`config.mk`:
```
export PLATFORM = sky130hd
export DESIGN_NAME = spi_hold_ctl
export DESIGN_NICKNAME = d
export VERILOG_FILES = /design/src/rtl/spi_hold_pkg.sv /design/src/rtl/spi_hold_sync.sv /design/src/rtl/spi_hold_fsm.sv /design/src/rtl/spi_hold_outputs.sv /design/src/rtl/spi_hold_ctl.sv
export SDC_FILE = /design/constraint.sdc
export NUM_CORES = 1
export LEC_CHECK = 0
export ABC_AREA = 0
export BUFFER_PORTS_ARGS = -buffer_cell sky130_fd_sc_hd__buf_2
export CORE_AREA = 4 4 41 43
export DETAILED_ROUTE_END_ITERATION = 12
export DIE_AREA = 0 0 45 47
export PLACE_DENSITY = 0.71
export SLEW_MARGIN = 0
export SYNTH_ARGS = -nofsm -noshare
export SYNTH_HDL_FRONTEND = slang
export SYNTH_HIERARCHICAL = 1
export SYNTH_SLANG_ARGS = --single-unit
export TNS_END_PERCENT = 30
```
`constraint.sdc`:
```
create_clock -name clk -period 1.35 [get_ports clk]
set_input_delay 0.0675 -clock clk [delete_from_list [all_inputs] [get_ports clk]]
set_output_delay 0.0675 -clock clk [all_outputs]
set_load 0.005 [all_outputs]
```
`src/rtl/spi_hold_pkg.sv`:
```
package spi_hold_pkg;

  typedef enum logic [1:0] {
    ST_RUN  = 2'd0,
    ST_PAUSE = 2'd1,
    ST_LOCK = 2'd2
  } hold_state_e;

  localparam int NUM_PINS = 4;

  typedef struct packed {
    logic di;
    logic sclk;
    logic hold_n;
    logic cs_n;
  } pin_vec_t;

  localparam pin_vec_t PIN_IDLE = '{di: 1'b0, sclk: 1'b0, hold_n: 1'b1, cs_n: 1'b1};

endpackage

```
`src/rtl/spi_hold_sync.sv`:
```
module spi_hold_sync #(
  parameter int WIDTH = 4,
  parameter int STAGES = 2,
  parameter logic [WIDTH-1:0] RST_VAL = '0
) (
  input  logic             clk,
  input  logic             rst,
  input  logic [WIDTH-1:0] d_in,
  output logic [WIDTH-1:0] q_out
);
  logic [WIDTH-1:0] chain [STAGES];

  for (genvar s = 0; s < STAGES; s++) begin : g_stage
    if (s == 0) begin : g_first
      always_ff @(posedge clk) begin
        if (rst) chain[0] <= RST_VAL;
        else     chain[0] <= d_in;
      end
    end else begin : g_next
      always_ff @(posedge clk) begin
        if (rst) chain[s] <= RST_VAL;
        else     chain[s] <= chain[s-1];
      end
    end
  end

  assign q_out = chain[STAGES-1];
endmodule

```
`src/rtl/spi_hold_fsm.sv`:
```
module spi_hold_fsm
  import spi_hold_pkg::*;
(
  input  logic        clk,
  input  logic        rst,
  input  logic        cs_n_s,
  input  logic        hold_n_s,
  input  logic        sclk_s,
  output hold_state_e state_q,
  output hold_state_e state_d,
  output logic        deselect_in_pause
);
  // Pause changes are only taken while the serial clock is low; a
  // request made while it is high simply waits for the low level.
  logic clk_low;
  assign clk_low = ~sclk_s;
  assign deselect_in_pause = (state_q == ST_PAUSE) && cs_n_s;

  always_comb begin
    state_d = state_q;
    unique case (state_q)
      ST_RUN: begin
        if (!cs_n_s && !hold_n_s && clk_low) state_d = ST_PAUSE;
      end
      ST_PAUSE: begin
        if (cs_n_s)                      state_d = ST_LOCK;
        else if (hold_n_s && clk_low)    state_d = ST_RUN;
      end
      ST_LOCK: begin
        if (cs_n_s && hold_n_s)          state_d = ST_RUN;
      end
      default:                           state_d = ST_RUN;
    endcase
  end

  always_ff @(posedge clk) begin
    if (rst) state_q <= ST_RUN;
    else     state_q <= state_d;
  end
endmodule

```
`src/rtl/spi_hold_outputs.sv`:
```
module spi_hold_outputs
  import spi_hold_pkg::*;
(
  input  logic        clk,
  input  logic        rst,
  input  hold_state_e state_q,
  input  hold_state_e state_d,
  input  logic        deselect_in_pause,
  input  logic        cs_n_s,
  input  logic        sclk_s,
  input  logic        di_s,
  input  logic        tx_req,
  output logic        hold_active,
  output logic        shift_enable,
  output logic        do_oe,
  output logic        iface_reset,
  output logic        bit_strobe,
  output logic        bit_data
);
  logic sclk_prev;
  logic run_next;
  logic take_bit;

  assign run_next = (state_d == ST_RUN) && !cs_n_s;
  assign take_bit = sclk_s && !sclk_prev && (state_q == ST_RUN) && !cs_n_s;

  always_ff @(posedge clk) begin
    if (rst) begin
      sclk_prev    <= 1'b0;
      hold_active  <= 1'b0;
      shift_enable <= 1'b0;
      do_oe        <= 1'b0;
      iface_reset  <= 1'b0;
      bit_strobe   <= 1'b0;
      bit_data     <= 1'b0;
    end else begin
      sclk_prev    <= sclk_s;
      hold_active  <= (state_d == ST_PAUSE);
      shift_enable <= run_next;
      do_oe        <= run_next && tx_req;
      iface_reset  <= deselect_in_pause;
      bit_strobe   <= take_bit;
      if (take_bit) bit_data <= di_s;
    end
  end
endmodule

```
`src/rtl/spi_hold_ctl.sv`:
```
module spi_hold_ctl
  import spi_hold_pkg::*;
#(
  parameter int SYNC_STAGES = 2
) (
  input  logic clk,
  input  logic rst,
  input  logic cs_n,
  input  logic hold_n,
  input  logic sclk,
  input  logic di,
  input  logic tx_req,
  input  logic busy_in,
  output logic hold_active,
  output logic shift_enable,
  output logic do_oe,
  output logic iface_reset,
  output logic bit_strobe,
  output logic bit_data,
  output logic busy_out
);
  pin_vec_t    pins_raw;
  pin_vec_t    pins_s;
  hold_state_e state_q;
  hold_state_e state_d;
  logic        deselect_in_pause;

  assign pins_raw = '{di: di, sclk: sclk, hold_n: hold_n, cs_n: cs_n};

  spi_hold_sync #(
    .WIDTH  (NUM_PINS),
    .STAGES (SYNC_STAGES),
    .RST_VAL(PIN_IDLE)
  ) i_sync (
    .clk  (clk),
    .rst  (rst),
    .d_in (pins_raw),
    .q_out(pins_s)
  );

  spi_hold_fsm i_fsm (
    .clk              (clk),
    .rst              (rst),
    .cs_n_s           (pins_s.cs_n),
    .hold_n_s         (pins_s.hold_n),
    .sclk_s           (pins_s.sclk),
    .state_q          (state_q),
    .state_d          (state_d),
    .deselect_in_pause(deselect_in_pause)
  );

  spi_hold_outputs i_out (
    .clk              (clk),
    .rst              (rst),
    .state_q          (state_q),
    .state_d          (state_d),
    .deselect_in_pause(deselect_in_pause),
    .cs_n_s           (pins_s.cs_n),
    .sclk_s           (pins_s.sclk),
    .di_s             (pins_s.di),
    .tx_req           (tx_req),
    .hold_active      (hold_active),
    .shift_enable     (shift_enable),
    .do_oe            (do_oe),
    .iface_reset      (iface_reset),
    .bit_strobe       (bit_strobe),
    .bit_data         (bit_data)
  );

  // The busy flag of running program/erase cycles is never touched here.
  assign busy_out = busy_in;
endmodule

```
Yosys cells after proc, flatten, opt, wreduce, memory -nomap -nowiden. Memory sizes are Yosys's and may differ from the RTL's. Cells that the tools add are included.

Reduce and logical (&&, ||, !) cells: 15. Eq/ne operators: 3. Bitwise gates (word level): 3. Muxes and demuxes: 10.

Operators by type and width (number): $logic_and A1 B1 Y1 (10); $mux W2 (4); $mux W4 (2); $pmux W2 S3 (1); $eq A2 B1 Y1 const B (2); $logic_not A2 Y1 (2); $logic_not A1 Y1 (3); $mux W1 (3); $eq A2 B2 Y1 const B (1); $or A1 B1 Y1 (2); $not A1 Y1 (1).

Bits of input ports: 8. Logic and storage cells: 40. RAM bits: 8. Memories kept: 1. Register bits after elaboration: 9. Output and inout port bits: 7.

Memories: i_sync.chain (depth 2, width 4, rd ports 2, clocked after memory_dff 0, wr ports 2, line spi_hold_sync.sv:11) `logic [WIDTH-1:0] chain [STAGES];`.

Longest topological paths before layout.
Word-level depth: 8. Gate-level depth with buffers: 5. Mapped depth without buffers: 5.

Cells and area by module. The synthesis kept the hierarchy.

Modules (own cells, without submodules): spi_hold_outputs (cells an instance 18, area an instance 216.5 um^2, instances 1, seq. area each 140.1 um^2); spi_hold_sync (cells an instance 16, area an instance 210.2 um^2, instances 1, seq. area each 160.2 um^2); spi_hold_fsm (cells an instance 11, area an instance 98.8 um^2, instances 1, seq. area each 40.0 um^2); spi_hold_ctl (cells an instance 1, area an instance 7.5 um^2, instances 1, seq. area each 0.0 um^2).

Least setup slack after synthesis. OpenSTA, ideal clock, no wires.

Path type: reg-to-reg. Start: register i_fsm.state_q[1]. End: register i_out.do_oe. Path slack: 0.153 ns. Arrival: 1.138 ns. Setup time: 0.059 ns. Stages on the path, launching flop included: 5. Clock period less this slack: 1.197 ns. Required time: 1.291 ns. Path through: dfxtp_1 and3b_1 a31o_1 nor4_1 and2_1.

Cells in the longest elaborated chain, start to end: 6. Elaborated cells between the ends (all ways): 11. Those cells by class: eq/ne (2); mux (5); reduce/logical (4).

Ends and longest elaborated chain: from (decl) (line spi_hold_fsm.sv:9) `output hold_state_e state_q,`; from (signal assigned) (line spi_hold_fsm.sv:38) `else state_q <= state_d;`; $mux W2 (line spi_hold_fsm.sv:27) `else if (hold_n_s && clk_low) state_d = ST_RUN;`; $mux W2 (line spi_hold_fsm.sv:26) `if (cs_n_s) state_d = ST_LOCK;`; $pmux W2 S3 * (line spi_hold_fsm.sv:21) `unique case (state_q)`; named net state_d[1] (line spi_hold_ctl.sv:25) `hold_state_e state_d;`; $logic_not A2 Y1 * (line spi_hold_outputs.sv:24) `assign run_next = (state_d == ST_RUN) && !cs_n_s;`; $logic_and A1 B1 Y1 * (line spi_hold_outputs.sv:24); $logic_and A1 B1 Y1 * (line spi_hold_outputs.sv:40) `do_oe <= run_next && tx_req;`; to (signal assigned) (line spi_hold_outputs.sv:40); to (decl) (line spi_hold_outputs.sv:15) `output logic do_oe,`.

Mark *: on every way through the listed nets, which the timed path passes. The rest lies on a longest branch. A chain may end at the register's enable or synchronous reset.

==> key figures <==
Logic synthesis
  • Post-Syn Instances: 46
  • Yosys top cell by area: dfxtp_1
  • Avg Synthesized Cell Area: 11.6 µm²
  • Sequential area share after synthesis: 63.8%
  • Synth Flop Type: dfxtp_1
  • Number of synthesized register bits: 17
  • Synth unique cells: 18
  • Ys Warns: 6
  • Commonest cells post-synth: dfxtp_1, nor2b_1, or2_1, nand2b_1
  • Synth top area cells: dfxtp_1, nor2b_1, or2_1
  • Post-synth EDFFs: 0
  • Fraction of registers with async set/reset: 0%
  • Count leader, synth: dfxtp_1
  • Syn_nets: 54
  • Netlist Area Pre-Place: 533 µm²
  • Top cell type's share of synthesized area: 63.8%

Setup path
  • Crit path max-delay cell type: dfxtp_1
  • CP endpoint kind: flip-flop
  • Slowest stage delay, CP: 0.36 ns
  • Kind of critical path: reg2reg
  • RR Startpoint: i_sync/chain[1][0]
  • CP startpoint kind: flip-flop
  • Max Fanout on Critical Path: 6
  • Critical Path RT: 1.59 ns
  • CP startpoint: i_sync/chain[1][0]
  • Critical Path AT: 1.48 ns
  • CP cell instances: and3b_1, a31o_1, nor4_2, and2_1

STA
  • Slew Limit Fails: 0
  • # setup viols final: 0
  • Tmin final: 1.25 ns
  • Skew final: 0.00301 ns
  • Crit share post-route: 92.5%
  • Unrepaired setup endpoints after global routing: false
  • Max_slew headroom: 80.8%
  • Setup TNS: 0 ns
  • FMAX: 801 MHz
  • Setup WS post-layout: 0.101 ns
  • Slew @ Worst Pin: 0.288 ns
  • Final Hold Viols: 0

Cells and area
  • # fillers: 123
  • Register area: 342 µm²
  • Fraction of layout cells with a size suffix above 1: 28.8%
  • Multi-input logic area: 188 µm²
  • Post-Layout Cell Count: 81
  • Area delta synth->final: 29.1%
  • Antenna diodes: 0
  • Final nets: 75

Hold path
  • Worst hold path class: in2reg
  • Hold_sp: rst

Power and ir drop
  • Static Leak: 0.298 nW
  • Total Power: 0.821 mW
  • PD cells: 1190 nW/µm²
  • VDD IR max: 0.000534 V

Place
  • DPL Wire Length: 475 µm
  • Cells after DPL: 72
  • Setup Slack @ Placement: 0.0358 ns
  • I/O Buffers: 12
  • RePlAce Congestion: 0.664

GRT
  • Gr ovfl total: 0
  • Antenna violations before repair: 0
  • All-Layer GR Usage: 8.53%
  • Pin count of the biggest net entering global routing: 18
  • Vias in the first global route: 292
  • First-pass GRT wire length: 1210 µm

Drt
  • Post-DR wirelength/cell: 8.62 µm
  • DRC viols: 0
  • Routed Antenna Nets: 0
  • Final WL: 698 µm
  • Initial DRC count: 4
  • Detailed Routing Iterations Pass 1: 2
  • Vias: 355
  • Routed vias/inst: 4.38

CTS
  • CTS max path bufs: 2
  • TritonCTS clock tree: done
  • Postcts setup bufs: 0
  • CTS HTree Levels: 1
  • Root Buffer: clkbuf_4
  • Worst-Skew Late Latency: 0.28 ns
  • Worst-path clk slew: 0.09 ns
  • Clk sinks: 17
  • Number of buffers created by CTS: 3

Die
  • Initial Util: 41.0%
  • Full die area: 2120 µm²
  • DIE HEIGHT: 47 µm
  • FP Rows: 13
  • Total core area: 1300 µm²
  • I/O pin cnt: 15
  • Die width: 45 µm

Outcome
  • Outcome: complete, no violations

Run
  • Max Cap Viol: 0
path summary, 6_finish.rpt:
check | to | slack, ns | cells after the start
worst max register to register | i_out/do_oe | 0.10 | 4
worst min-delay path | i_fsm/state_q[1] | 0.13 | 2
worst max-delay path | i_out/do_oe | 0.10 | 4
worst min register to register | i_sync/chain[1][0] | 0.41 | 1
routing by layer:
metal / vias up / track usage [%] / part of all wire (%)
li1: 190 / - / -
met1: 149 / 9.56 / 40
met2: 12 / 11.9 / 46
met3: 4 / 2.30 / 9.3
met4: 0 / 10.5 / 3.9
met5: - / 0 / 0
cells by family (layout without fill, tap and decap cells):
| family | count (synthesis) | count (layout) | synth area share [%] |
|---|---|---|---|
| buf+inv | 2 | 22 | 2.11 |
| flops | 17 | 17 | 63.9 |
| simple gates | 24 | 24 | 29.6 |
| compound gates | 2 | 2 | 2.58 |
| mux | 1 | 1 | 1.88 |
sequential cells by signal (all words and copies together), names as in the netlist:
signal              cells
i_sync/chain            8
i_fsm/state_q           2
i_out/bit_data          1
i_out/bit_strobe        1
i_out/do_oe             1
i_out/hold_active       1
i_out/iface_reset       1
i_out/sclk_prev         1
i_out/shift_enable      1
worst max-delay path: cells and delay by family (launching register included):
kind	cells	cell delay, ns
AND/OR/NAND/NOR	3	0.62
flip-flops	1	0.36
AO/OA/AOI/OAI	1	0.22
cells in the final DEF (no fill, tap or decap), drive strengths merged, types with 2 or more instances in the layout:
cell / n
nor2b: 7
nand2b: 3
dlygate4sd3: 5
buf: 12
or2: 4
nor4: 2
clkbuf: 4
dfxtp: 17
nor2: 2
timing repair:
action	in CTS	in global routing
hold endpoints to repair	5	0
gates resized for setup	0	2
setup endpoints to repair	0	1
hold buffers	5	0
where the power goes:
part | internal [mW] | total, mW | switching (mW)
combinational | 0.0264 | 0.0420 | 0.0156
clock | 0.115 | 0.259 | 0.144
sequential | 0.515 | 0.521 | 0.00570
total | 0.656 | 0.821 | 0.165
layout make-up:
type                       count  share of cell area [%]
sequential                    17                    49.6
inverter                       1                   0.545
tap                           15                    2.73
multi-input combinational     27                    27.3
clock buffer                   4                    3.82
timing repair buffer          17                    16.0
metrics by stage:
step | util, % | hold WS (ns) | area [µm²]
2_1_floorplan | - | 0.132 | 533
3_3_place_gp | 46.4 | 0.135 | 604
3_5_place_dp | 46.4 | 0.135 | 604
4_1_cts | 52.3 | 0.131 | 681
5_1_grt | 52.9 | 0.135 | 688
6_report | 52.9 | 0.133 | 688
Power figures use the tool's default switching activity.
